### src/rtl/usb_out_acc_pkg.sv
package usb_out_acc_pkg;

    // Response state of the acceptance controller
    typedef enum logic [2:0] {
        ST_IDLE     = 3'd0,
        ST_ACCEPT   = 3'd1,
        ST_DUP      = 3'd2,
        ST_NAK_HELD = 3'd3,
        ST_NAK_CPU  = 3'd4
    } rsp_state_e;

    // Classifier verdict for a received packet
    typedef enum logic [1:0] {
        VRD_ACCEPT   = 2'd0,
        VRD_DUP      = 2'd1,
        VRD_NAK_HELD = 2'd2,
        VRD_NAK_CPU  = 2'd3
    } verdict_e;

endpackage

### src/rtl/usb_out_classify.sv
module usb_out_classify
    import usb_out_acc_pkg::*;
#(
    parameter int CNT_W = 10
) (
    input  logic             own,
    input  logic             err,
    input  logic             chk_en,
    input  logic             rx_data1,
    input  logic             exp_data1,
    input  logic [CNT_W-1:0] rx_cnt,
    input  logic [CNT_W-1:0] max_cnt,
    output verdict_e         verdict
);

    logic oversize;
    logic toggle_bad;

    assign oversize   = (rx_cnt > max_cnt);
    assign toggle_bad = chk_en && (rx_data1 != exp_data1);

    // Priority: ownership, error, oversize, toggle
    always_comb begin
        if (!own) begin
            verdict = VRD_NAK_CPU;
        end else if (err || oversize) begin
            verdict = VRD_NAK_HELD;
        end else if (toggle_bad) begin
            verdict = VRD_DUP;
        end else begin
            verdict = VRD_ACCEPT;
        end
    end

endmodule

### src/rtl/usb_out_capture.sv
module usb_out_capture #(
    parameter int CNT_W = 10,
    parameter int PID_W = 4
) (
    input  logic             clk,
    input  logic             rst_n,
    input  logic             load,
    input  logic [PID_W-1:0] pid_in,
    input  logic [CNT_W-1:0] cnt_in,
    output logic [PID_W-1:0] pid_q,
    output logic [CNT_W-1:0] cnt_q
);

    always_ff @(posedge clk or negedge rst_n) begin
        if (!rst_n) begin
            pid_q <= '0;
            cnt_q <= '0;
        end else if (load) begin
            pid_q <= pid_in;
            cnt_q <= cnt_in;
        end
    end

endmodule

### src/rtl/usb_out_stat_fmt.sv
module usb_out_stat_fmt #(
    parameter int CNT_W = 10,
    parameter int LO_W  = 8,
    parameter int PID_W = 4
) (
    input  logic                   we,
    input  logic [PID_W-1:0]       pid_in,
    input  logic [CNT_W-1:0]       cnt_in,
    output logic [PID_W-1:0]       pid_out,
    output logic [LO_W-1:0]        lo_out,
    output logic [CNT_W-LO_W-1:0]  hi_out
);

    localparam int HI_W = CNT_W - LO_W;

    // Fields are driven only during a write, zero otherwise
    always_comb begin
        if (we) begin
            pid_out = pid_in;
            lo_out  = cnt_in[LO_W-1:0];
            hi_out  = cnt_in[CNT_W-1:LO_W];
        end else begin
            pid_out = '0;
            lo_out  = '0;
            hi_out  = {HI_W{1'b0}};
        end
    end

endmodule

### src/rtl/usb_out_acc_ctrl.sv
module usb_out_acc_ctrl
    import usb_out_acc_pkg::*;
#(
    parameter int CNT_W = 10,
    parameter int LO_W  = 8,
    parameter int PID_W = 4,
    localparam int HI_W = CNT_W - LO_W
) (
    input  logic             clk,
    input  logic             rst_n,
    input  logic             eop_stb,
    input  logic             rx_data1,
    input  logic             rx_err,
    input  logic [CNT_W-1:0] rx_cnt,
    input  logic [PID_W-1:0] tok_pid,
    input  logic             bd_own,
    input  logic             bd_chk_en,
    input  logic             bd_exp_data1,
    input  logic [CNT_W-1:0] bd_max_cnt,
    output logic             hs_valid,
    output logic             hs_ack,
    output logic             own_next,
    output logic             trn_irq,
    output logic             stat_we,
    output logic [PID_W-1:0] stat_pid,
    output logic [LO_W-1:0]  stat_cnt_lo,
    output logic [HI_W-1:0]  stat_cnt_hi
);

    rsp_state_e       state_q, state_d;
    verdict_e         verdict;
    logic             take;
    logic [PID_W-1:0] pid_held;
    logic [CNT_W-1:0] cnt_held;

    assign take = eop_stb && (state_q == ST_IDLE);

    usb_out_classify #(.CNT_W(CNT_W)) classify_i (
        .own       (bd_own),
        .err       (rx_err),
        .chk_en    (bd_chk_en),
        .rx_data1  (rx_data1),
        .exp_data1 (bd_exp_data1),
        .rx_cnt    (rx_cnt),
        .max_cnt   (bd_max_cnt),
        .verdict   (verdict)
    );

    usb_out_capture #(.CNT_W(CNT_W), .PID_W(PID_W)) capture_i (
        .clk    (clk),
        .rst_n  (rst_n),
        .load   (take),
        .pid_in (tok_pid),
        .cnt_in (rx_cnt),
        .pid_q  (pid_held),
        .cnt_q  (cnt_held)
    );

    // Next-state selection
    always_comb begin
        state_d = state_q;
        unique case (state_q)
            ST_IDLE: begin
                if (eop_stb) begin
                    unique case (verdict)
                        VRD_ACCEPT:   state_d = ST_ACCEPT;
                        VRD_DUP:      state_d = ST_DUP;
                        VRD_NAK_HELD: state_d = ST_NAK_HELD;
                        VRD_NAK_CPU:  state_d = ST_NAK_CPU;
                    endcase
                end
            end
            ST_ACCEPT, ST_DUP, ST_NAK_HELD, ST_NAK_CPU: state_d = ST_IDLE;
            default: state_d = ST_IDLE;
        endcase
    end

    // State register
    always_ff @(posedge clk or negedge rst_n) begin
        if (!rst_n) state_q <= ST_IDLE;
        else        state_q <= state_d;
    end

    // Outputs by state
    always_comb begin
        hs_valid = 1'b0;
        hs_ack   = 1'b0;
        own_next = 1'b0;
        trn_irq  = 1'b0;
        stat_we  = 1'b0;
        unique case (state_q)
            ST_IDLE: ;
            ST_ACCEPT: begin
                hs_valid = 1'b1;
                hs_ack   = 1'b1;
                trn_irq  = 1'b1;
                stat_we  = 1'b1;
            end
            ST_DUP: begin
                hs_valid = 1'b1;
                hs_ack   = 1'b1;
                own_next = 1'b1;
            end
            ST_NAK_HELD: begin
                hs_valid = 1'b1;
                own_next = 1'b1;
            end
            ST_NAK_CPU: begin
                hs_valid = 1'b1;
            end
            default: ;
        endcase
    end

    usb_out_stat_fmt #(.CNT_W(CNT_W), .LO_W(LO_W), .PID_W(PID_W)) fmt_i (
        .we      (stat_we),
        .pid_in  (pid_held),
        .cnt_in  (cnt_held),
        .pid_out (stat_pid),
        .lo_out  (stat_cnt_lo),
        .hi_out  (stat_cnt_hi)
    );

    // Assertions
    assert_hs_after_eop_R2: assert property (@(posedge clk) disable iff (!rst_n)
        (eop_stb && state_q == ST_IDLE) |=> hs_valid);

    assert_hs_one_cycle_R2: assert property (@(posedge clk) disable iff (!rst_n)
        hs_valid |=> !hs_valid);

    assert_irq_with_ack_R3: assert property (@(posedge clk) disable iff (!rst_n)
        trn_irq |-> (hs_valid && hs_ack && !own_next && stat_we));

    assert_we_only_on_irq_R4: assert property (@(posedge clk) disable iff (!rst_n)
        stat_we |-> trn_irq);

    assert_nak_keeps_own_R6: assert property (@(posedge clk) disable iff (!rst_n)
        (hs_valid && !hs_ack) |-> (own_next == $past(bd_own)));

    assert_cnt_within_cap_R7: assert property (@(posedge clk) disable iff (!rst_n)
        stat_we |-> ({stat_cnt_hi, stat_cnt_lo} <= $past(bd_max_cnt)));

    assert_cpu_owned_nak_R9: assert property (@(posedge clk) disable iff (!rst_n)
        (hs_valid && !$past(bd_own)) |-> (!hs_ack && !trn_irq));

endmodule

### config.mk
export PLATFORM = sky130hd
export DESIGN_NAME = usb_out_acc_ctrl
export DESIGN_NICKNAME = d
export VERILOG_FILES = /design/src/rtl/usb_out_acc_pkg.sv /design/src/rtl/usb_out_classify.sv /design/src/rtl/usb_out_capture.sv /design/src/rtl/usb_out_stat_fmt.sv /design/src/rtl/usb_out_acc_ctrl.sv
export SDC_FILE = /design/constraint.sdc
export NUM_CORES = 1
export LEC_CHECK = 0
export ABC_AREA = 1
export BUFFER_PORTS_ARGS = -buffer_cell sky130_fd_sc_hd__buf_4
export CAP_MARGIN = 20
export CORE_MARGIN = 2
export CORE_UTILIZATION = 48
export DETAILED_ROUTE_END_ITERATION = 10
export GPL_TIMING_DRIVEN = 0
export MAX_ROUTING_LAYER = met4
export PLACE_DENSITY = 0.77
export RECOVER_POWER = 100
export SLEW_MARGIN = 20
export SYNTH_ARGS = -nofsm -noshare
export SYNTH_HDL_FRONTEND = slang
export SYNTH_SLANG_ARGS = --single-unit
### constraint.sdc
create_clock -name clk -period 1.7 [get_ports clk]
set_clock_uncertainty 0.15 [all_clocks]
set_input_delay 0.255 -clock clk [delete_from_list [all_inputs] [get_ports clk]]
set_output_delay 0.255 -clock clk [all_outputs]
set_load 0.05 [all_outputs]
==> results of run 1 <==
## repair_timing
item | CTS | global route
setup endpoints to repair | 16 | 19
gates resized for setup | 28 | 8
pin swaps | 1 | 4
hold endpoints to repair | 17 | 0
hold buffers | 1 | 0
gates cloned | 0 | 1
buffers inserted | 7 | 4
## layout make-up
cell class | count | area [um^2]
plain buffers | 5 | 57.56
flip-flops and latches | 17 | 425.4
inverters | 38 | 145.1
multi-input cells | 93 | 733.2
fillers | 152 | 460.4
repair buffers | 62 | 569.3
well taps | 30 | 37.54
clock buffers | 4 | 26.28
## synthesized netlist by cell type (2+ instances only)
master and count:
ha_1 11, nor2_1 19, inv_1 36, dfrtp_1 17, nand2_1 19, nor2_2 15, nor2_4 2, nand2_2 3
a21oi_2 14, nand3_2 4, inv_2 2, buf_6 4
## where the power goes
part	switching (mW)	total (mW)	internal, mW
Combinational	0.498	0.820	0.322
Clock	0.129	0.220	0.0912
Sequential	0.0296	0.519	0.489
Total	0.656	1.56	0.903
## kinds of logic after synthesis
| kind of cell | Yosys count | share of synthesized area |
|---|---|---|
| flip-flops | 17 | 0.3424 |
| AO/OA/AOI/OAI | 16 | 0.1098 |
| buffers and inverters | 43 | 0.1571 |
| adder cells (fa/ha/maj) | 11 | 0.1108 |
| AND/OR/NAND/NOR | 65 | 0.2729 |
| XOR/XNOR | 1 | 0.007051 |
## critical path, delay by kind of cell (launching register included)
family,cells,cell delay (ns)
flip-flops,1,0.38
AND/OR/NAND/NOR,2,0.34
buffers and inverters,4,0.49
## metal layers
layer,vias up,global-route usage,share of wire,wire [um]
li1,587,-,-,-
met1,549,0.2423,0.35,1096
met2,35,0.4524,0.59,1851
met3,6,0.02186,0.039,120
met4,0,0.08750,0.014,44
met5,-,-,0,0
## worst max-delay path by stage
| stage | startpoint | endpoint | slack [ns] | depth (start not counted) |
|---|---|---|---|---|
| floorplan | state_q[0]$_DFFE_PN0P_ | stat_cnt_lo[0] | -0.31 | 5 |
| global placement | rx_cnt[9] | state_q[1]$_DFFE_PN0P_ | -0.18 | 12 |
| detailed placement | rx_cnt[9] | state_q[1]$_DFFE_PN0P_ | -0.23 | 12 |
| CTS | state_q[1]$_DFFE_PN0P_ | stat_cnt_lo[6] | -0.17 | 5 |
| global route | state_q[0]$_DFFE_PN0P_ | stat_pid[2] | -0.29 | 6 |
| finish | state_q[0]$_DFFE_PN0P_ | stat_pid[2] | -0.21 | 6 |
## registers in the layout (all words and copies together), names as in the netlist
signal and count:
capture_i.pid_q 4, capture_i.cnt_q 10, state_q 3
## per-stage QoR
step | setup slack (ns) | utilization | total power [mW] | cell area (um^2) | instances
2_1_floorplan | -0.3081 | - | 1.046 | 1341 | 153
3_3_place_gp | -0.1830 | 0.7146 | 1.219 | 1754 | 233
5_1_grt | -0.2881 | 0.8124 | 1.646 | 1994 | 249
6_report | -0.2085 | 0.8124 | 1.559 | 1994 | 249
4_1_cts | -0.1726 | 0.7956 | 1.538 | 1953 | 245
3_5_place_dp | -0.2260 | 0.7146 | 1.245 | 1754 | 233
==> flow_summary.json, run 1 <==
{
  "status": "finished with violations",
  "violations": "setup timing",
  "p_leak_nw": 1.051,
  "reg2reg_depth": 6,
  "synth_area_leaders": "dfrtp_1 34%, ha_1 11%, inv_1 11%",
  "max_stage_delay_ns": 0.38,
  "drc_errors": 0,
  "cts.clk_slew.worst_paths_ns": 0.10,
  "worstHoldPathCells": 3,
  "ys_types": 19,
  "r2r-end": "capture_i.cnt_q[7]$_DFFE_PN0P_",
  "hold_class": "in -> reg",
  "synth_largest_area_cell": "dfrtp_1",
  "gp_congestion": 0.7909,
  "ir_drop_v": 0.0005419,
  "drtAntennaViolNets": 0,
  "worstPathCellList": "inv_2, nor3_4, inv_4, clkbuf_16, nor2_4, buf_8",
  "grtUsageTotal": 0.2353,
  "cp-start-kind": "flop",
  "slew_violations": 0,
  "synth_ff_type": "dfrtp_1",
  "synthCells": 153,
  "critPathSlowestCell": "dfrtp_1",
  "cts.sinks": 17,
  "die_h_um": 54.88,
  "drtPass1Iterations": 4,
  "grt_max_degree": 18,
  "final_common_cell": "buf_4",
  "fmax_ghz": 0.5240,
  "die_x_um": 54.88,
  "ys_async_sr_fraction": 1.000,
  "start_util": 0.5061,
  "drt-initial-drc-count": 5,
  "num_vias": 1177,
  "yosysTopAreaCellShare": 0.3424,
  "clock_latency_ns": 0.29,
  "setup-tns-final_ns": -2.853,
  "cp_max_fo": 7,
  "cts_buffer_depth": 2,
  "syn-cell-area_um2": 1242,
  "ios": 51,
  "antenna_found_initial": 0,
  "rrSetupSlack_ns": 0.07,
  "synth_nets": 196,
  "drive_above_1_share": 0.5662,
  "core-area_um2": 2455,
  "die_area_um2": 3011,
  "nNetsFinal": 263,
  "finalWorstSetupSlack_ns": -0.2085,
  "hp-start": "tok_pid[2]",
  "worst_pin_slew_ns": 0.9067,
  "maxCapViolCount": 0,
  "numCtsBuffers": 3,
  "avgSynthCellArea_um2": 8.121,
  "fin_hold_ws_ns": 0.05176,
  "crit_path_end_kind": "primary output",
  "num_rows": 18,
  "hold_violations": 0,
  "finalCritPeriodShare": 1.123,
  "cts-root-buf": "clkbuf_4",
  "setup_violations": 18,
  "htreeDepth": 1,
  "diodes": 0,
  "via_per_inst": 4.727,
  "rr_startpoint": "state_q[0]$_DFFE_PN0P_",
  "relSlewSlack": 0.3955,
  "synth_edf_count": 0,
  "cts_tree": "done",
  "grt_first_pass_wirelength_um": 4802,
  "cp.arrival_ns": 1.50,
  "grt_setup_unrepaired": "true",
  "hpwl_um": 2288,
  "crit_type": "reg -> out",
  "powerDensity_nw_per_um2": 781.5,
  "grt_pass1_vias": 1162,
  "yosys_warnings": 0,
  "ys_seq_area_frac": 0.3424,
  "portBuffers": 50,
  "worstHoldEndpoint": "capture_i.pid_q[2]$_DFFE_PN0P_",
  "wire_per_inst_um": 12.49,
  "period_needed_ns": 1.909,
  "area_growth_pct": 60.52,
  "required_ns": 1.29,
  "yosys_register_bits": 17,
  "final_cell_mix": "40 x buf_4, 35 x inv_1, 18 x nand2_1",
  "grt_overflow": 0,
  "routed_wl_um": 3111
}
No activity file was read; power rests on OpenSTA's default activity.
==> run 2, diff against run 1 <==
CORE_ASPECT_RATIO = 0.5   (was unset)
CORE_UTILIZATION = 39   (was 48)
PLACE_DENSITY = 0.64   (was 0.77)
==> run 2 against run 1 <==
The run still ends with setup timing left. Largest power group unchanged. First-iteration DRC count increased to 3.2 times the previous value. Global-route usage is 7.2 points lower. Sequential cell count did not move. Clock power is 37% higher. Sequential share of layout area is essentially flat. Count of clock-buffer cells in the layout stayed put. Worst setup slack improved by 0.091 ns. Sequential power is essentially flat. Die area is 22% higher. Hold slack better by 0.029 ns. Via count shrank 7.2%. Largest cell class unchanged. Critical endpoint is now stat_cnt_lo[3].
==> flow_summary.json, run 2 (synthesized netlist as in run 1, its figures left out) <==
{
  "gp_congestion": 0.7345,
  "p_int_mw": 0.9617,
  "worst_pin_slew_ns": 0.9105,
  "largest_reg_flops": 10,
  "combPwrFrac": 0.489,
  "grt_pass1_vias": 1072,
  "finalPower_mw": 1.599,
  "max_stage_delay_ns": 0.41,
  "num_vias": 1092,
  "wire_per_inst_um": 10.12,
  "drc_errors": 0,
  "finalWorstSetupSlack_ns": -0.1176,
  "reg_top3": "capture_i.cnt_q (10), capture_i.pid_q (4), state_q (3)",
  "cp-start-kind": "flop",
  "grtUsageTotal": 0.1630,
  "placed_cells": 243,
  "final_common_cell": "inv_1",
  "status": "finished with violations",
  "grt_overflow": 0,
  "ir_drop_v": 0.0005089,
  "seqPwrFrac": 0.322,
  "cts_buffer_depth": 2,
  "cts.sinks": 17,
  "drtPass1Iterations": 3,
  "die_x_um": 83.82,
  "crit_type": "reg -> out",
  "cp.arrival_ns": 1.41,
  "start_util": 0.4124,
  "fin_area_um2": 1992,
  "setup-tns-final_ns": -1.317,
  "via_per_inst": 4.316,
  "relSlewSlack": 0.3930,
  "maxCapViolCount": 0,
  "setup_violations": 15,
  "post-place-ws_ns": -0.2000,
  "rrSetupSlack_ns": 0.09,
  "final_cells": 253,
  "nNetsFinal": 257,
  "portBuffers": 50,
  "gr-usage-met2": 0.2656,
  "diodes": 0,
  "die_area_um2": 3681,
  "cts_tree": "done",
  "numCtsBuffers": 3,
  "antenna_found_initial": 0,
  "drtAntennaViolNets": 0,
  "cts.clk_slew.worst_paths_ns": 0.06,
  "powerDensity_nw_per_um2": 802.8,
  "ios": 51,
  "hpwl_um": 2049,
  "hold_class": "in -> reg",
  "area_growth_pct": 60.32,
  "core-area_um2": 3013,
  "num_rows": 14,
  "grtUsageMet3": 0.03619,
  "grt_setup_unrepaired": "true",
  "required_ns": 1.29,
  "grt_first_pass_wirelength_um": 4519,
  "hold_violations": 0,
  "grt_max_degree": 18,
  "power_switching_mw": 0.6374,
  "grt_busiest_layer": "met2",
  "final_cell_mix": "36 x inv_1, 35 x buf_4, 17 x nand2_1, 17 x buf_6, 17 x dfrtp_1",
  "slew_violations": 0,
  "drt-initial-drc-count": 16,
  "htreeDepth": 1,
  "place_area_um2": 1767,
  "fin_hold_ws_ns": 0.08105,
  "utilization": 0.6611,
  "cp_max_fo": 10,
  "grt_use_met1": 0.2040,
  "critPathSlowestCell": "dfrtp_1",
  "top_register": "capture_i.cnt_q",
  "clock_latency_ns": 0.25,
  "crit_path_end_kind": "primary output",
  "period_needed_ns": 1.818,
  "die_h_um": 43.91,
  "drive_above_1_share": 0.5446,
  "routed_wl_um": 2561,
  "cts-root-buf": "clkbuf_8",
  "fmax_ghz": 0.5502,
  "finalCritPeriodShare": 1.069,
  "p_leak_nw": 1.025,
  "worstPathCellList": "nor3_4, inv_4, buf_12, nor2_4, buf_6",
  "switching_share": 0.3986,
  "violations": "setup timing",
  "clkPwrFrac": 0.188
}
run 2: cell types whose count changed in the layout (fill, tap and decap cells not counted), moves of 2 or more:
cell,before,now
clkbuf_4,5,2
buf_8,6,3
nor2_1,7,10
buf_6,14,17
a21oi_1,1,3
ha_4,0,3
nor2_2,13,10
buf_4,40,35
ha_1,11,8
a21oi_2,14,12
clkbuf_8,0,3
run 2: metal layers:
| layer | vias to the layer above | wire length (um) |
|---|---|---|
| met4 | 0 | 33 |
| met1 | 482 | 1189 |
| met3 | 4 | 125 |
| li1 | 576 | - |
| met5 | - | 0 |
| met2 | 30 | 1213 |
run 2: final cells by class:
type	instances	area, um^2
Tap cell	40	50.05
Timing Repair Buffer	56	510.5
Inverter	38	145.1
Buffer	5	57.56
Fill cell	275	1021
Clock buffer	4	45.04
Sequential cell	17	425.4
Multi-Input combinational cell	93	758.2
run 2: worst paths after layout:
check / start / end / cells after the start
worst max-delay path: state_q[1]$_DFFE_PN0P_ / stat_cnt_lo[3] / 5
worst min-delay path: tok_pid[1] / capture_i.pid_q[1]$_DFFE_PN0P_ / 3
worst max register to register: state_q[1]$_DFFE_PN0P_ / capture_i.cnt_q[8]$_DFFE_PN0P_ / 6
worst min register to register: capture_i.cnt_q[0]$_DFFE_PN0P_ / capture_i.cnt_q[0]$_DFFE_PN0P_ / 2
max in group asynchronous: rst_n / capture_i.pid_q[1]$_DFFE_PN0P_ / 2
min in group asynchronous: rst_n / capture_i.cnt_q[5]$_DFFE_PN0P_ / 2
run 2: power by group through the flow:
stage               registers, mW  logic [mW]  clock network [mW]
finish                      0.516       0.783               0.301
global route                0.526       0.852               0.337
CTS                         0.516       0.784               0.309
detailed placement          0.526       0.712                   0
global placement            0.524       0.703                   0
floorplan                   0.520       0.526                   0
run 2: worst max-delay path: cells and delay by family, from the launching register on:
family                 cells  cell delay, ns
buffers and inverters      3            0.42
DFF                        1            0.41
and+or+nand+nor            2            0.33
run 2: timing repair:
item / in CTS / in global routing
hold buffers: 1 / 0
setup buffers: 4 / 2
pin swaps: 1 / 3
resized for setup: 22 / 12
endpoints found under the setup margin: 15 / 19
endpoints found under the hold margin: 17 / 0
==> run 3, diff against run 2 <==
SETUP_SLACK_MARGIN = 0.05   (was unset)
==> run 3 against run 2 <==
The run still ends with setup timing left. Power up 1.8%. Wire length up 4.4%. Sequential share of layout area down 0.94 points. Count of clock-buffer cells in the layout down 1. Sequential power about the same. Fmax up 0.16%. Combinational power up 4.2%. Non-clock buffer count up 2. Register-to-register slack worse by 0.12 ns. Hold slack better by 0.011 ns. Cell area up 4.6%. Critical endpoint is now stat_cnt_lo[1]. Largest power group unchanged.
==> flow_summary.json, run 3 (synthesized netlist as in run 1, its figures left out) <==
{
  "drtPass1Iterations": 4,
  "post-place-ws_ns": -0.1637,
  "grt_setup_unrepaired": "true",
  "slew_violations": 0,
  "grt_overflow": 0,
  "portBuffers": 50,
  "finalCritPeriodShare": 1.067,
  "grtUsageMet3": 0.02857,
  "worstHoldEndpoint": "capture_i.pid_q[1]$_DFFE_PN0P_",
  "hold_violations": 0,
  "hp-start": "tok_pid[1]",
  "place_area_um2": 1822,
  "cts.sinks": 17,
  "drtAntennaViolNets": 0,
  "cts-root-buf": "clkbuf_8",
  "fmax_ghz": 0.5511,
  "p_leak_nw": 1.041,
  "maxCapViolCount": 0,
  "wire_per_inst_um": 10.48,
  "crit_path_end_kind": "primary output",
  "routed_wl_um": 2673,
  "crit_type": "reg -> out",
  "violations": "setup timing",
  "cts_buffer_depth": 2,
  "final_cell_mix": "35 x buf_4, 34 x inv_1, 17 x nor2_4, 17 x buf_6, 17 x dfrtp_1",
  "grtUsageTotal": 0.1572,
  "hold_class": "in -> reg",
  "finalWorstSetupSlack_ns": -0.1147,
  "grt_first_pass_wirelength_um": 4402,
  "setup_violations": 20,
  "top_register": "capture_i.cnt_q",
  "grt_max_degree": 18,
  "area_growth_pct": 67.67,
  "status": "finished with violations",
  "grt_pass1_vias": 1037,
  "worstHoldPathCells": 3,
  "cts.clk_slew.worst_paths_ns": 0.06,
  "worst_pin_slew_ns": 0.9185,
  "ios": 51,
  "drc_errors": 0,
  "clock_latency_ns": 0.24,
  "cp_max_fo": 10,
  "utilization": 0.6914,
  "core-area_um2": 3013,
  "drive_above_1_share": 0.6000,
  "cp.arrival_ns": 1.41,
  "cts_tree": "done",
  "die_h_um": 43.91,
  "antenna_found_initial": 0,
  "num_rows": 14,
  "grt_busiest_layer": "met2",
  "final_common_cell": "buf_4",
  "powerDensity_nw_per_um2": 781.2,
  "hpwl_um": 2054,
  "numCtsBuffers": 3,
  "period_needed_ns": 1.815,
  "die_area_um2": 3681,
  "nNetsFinal": 259,
  "gp_congestion": 0.7146,
  "r2r-end": "capture_i.pid_q[0]$_DFFE_PN0P_",
  "htreeDepth": 1,
  "largest_reg_flops": 10,
  "reg_top3": "capture_i.cnt_q (10), capture_i.pid_q (4), state_q (3)",
  "grt_use_met1": 0.2061,
  "fin_area_um2": 2083,
  "cp-start-kind": "flop",
  "required_ns": 1.29,
  "drt-initial-drc-count": 21,
  "via_per_inst": 4.318,
  "rr_startpoint": "state_q[1]$_DFFE_PN0P_",
  "die_x_um": 83.82,
  "nFillCells": 250,
  "rrSetupSlack_ns": -0.03,
  "ir_drop_v": 0.0004567,
  "relSlewSlack": 0.3877,
  "num_vias": 1101,
  "diodes": 0,
  "gr-usage-met2": 0.2624,
  "setup-tns-final_ns": -1.659,
  "start_util": 0.4124,
  "reg2reg_depth": 6
}
-- run 3: worst max path at each step --
stage,from,cells past startpoint,to
5_1_grt,state_q[1]$_DFFE_PN0P_,5,stat_cnt_lo[6]
2_1_floorplan,state_q[0]$_DFFE_PN0P_,5,stat_cnt_lo[0]
4_1_cts,state_q[1]$_DFFE_PN0P_,5,stat_cnt_lo[1]
3_5_place_dp,rx_cnt[8],12,state_q[1]$_DFFE_PN0P_
6_report,state_q[1]$_DFFE_PN0P_,5,stat_cnt_lo[1]
3_3_place_gp,rx_cnt[8],12,state_q[1]$_DFFE_PN0P_
-- run 3: report_power, final --
part	switching, mW	internal [mW]
clock network	0.132	0.162
registers	0.0273	0.490
logic	0.496	0.320
-- run 3: routing by layer --
layer | share of wire | wire (um)
met1 | 0.48 | 1270
met2 | 0.49 | 1304
met3 | 0.031 | 83
met4 | 0.0056 | 15
met5 | 0 | 0
-- run 3: cell type report --
cell class              count  area [um^2]  share of cell area
multi-input cells          93        830.8              0.3988
well taps                  40        50.05             0.02402
inverters                  38        145.1             0.06967
repair buffers             58        533.0              0.2559
plain buffers               5        52.55             0.02523
flip-flops and latches     17        425.4              0.2042
clock buffers               3        41.29             0.01982
clock inverters             1        5.005            0.002402
-- run 3: timing repair --
action / 4_1_cts / 5_1_grt
hold endpoints to repair: 17 / 0
hold buffers: 1 / 0
pin swaps: 1 / 6
endpoints found under the setup margin: 16 / 19
setup buffers: 5 / 2
gates resized for setup: 29 / 10
-- run 3: stage by stage --
stage / total power, mW / hold slack [ns] / std cells
after CTS: 1.642 / 0.08950 / 253
after global routing: 1.732 / 0.08988 / 255
after detailed placement: 1.252 / -0.01866 / 243
after floorplan: 1.058 / -0.1906 / 153
after global placement: 1.242 / -0.01777 / 243
final: 1.627 / 0.09165 / 255
-- run 3: critical path, stage by stage, from the launching register on --
cell and delay (ns):
dfrtp_1 0.41, nor3_4 0.26, inv_4 0.08, buf_12 0.17
nor2_4 0.09, buf_6 0.16
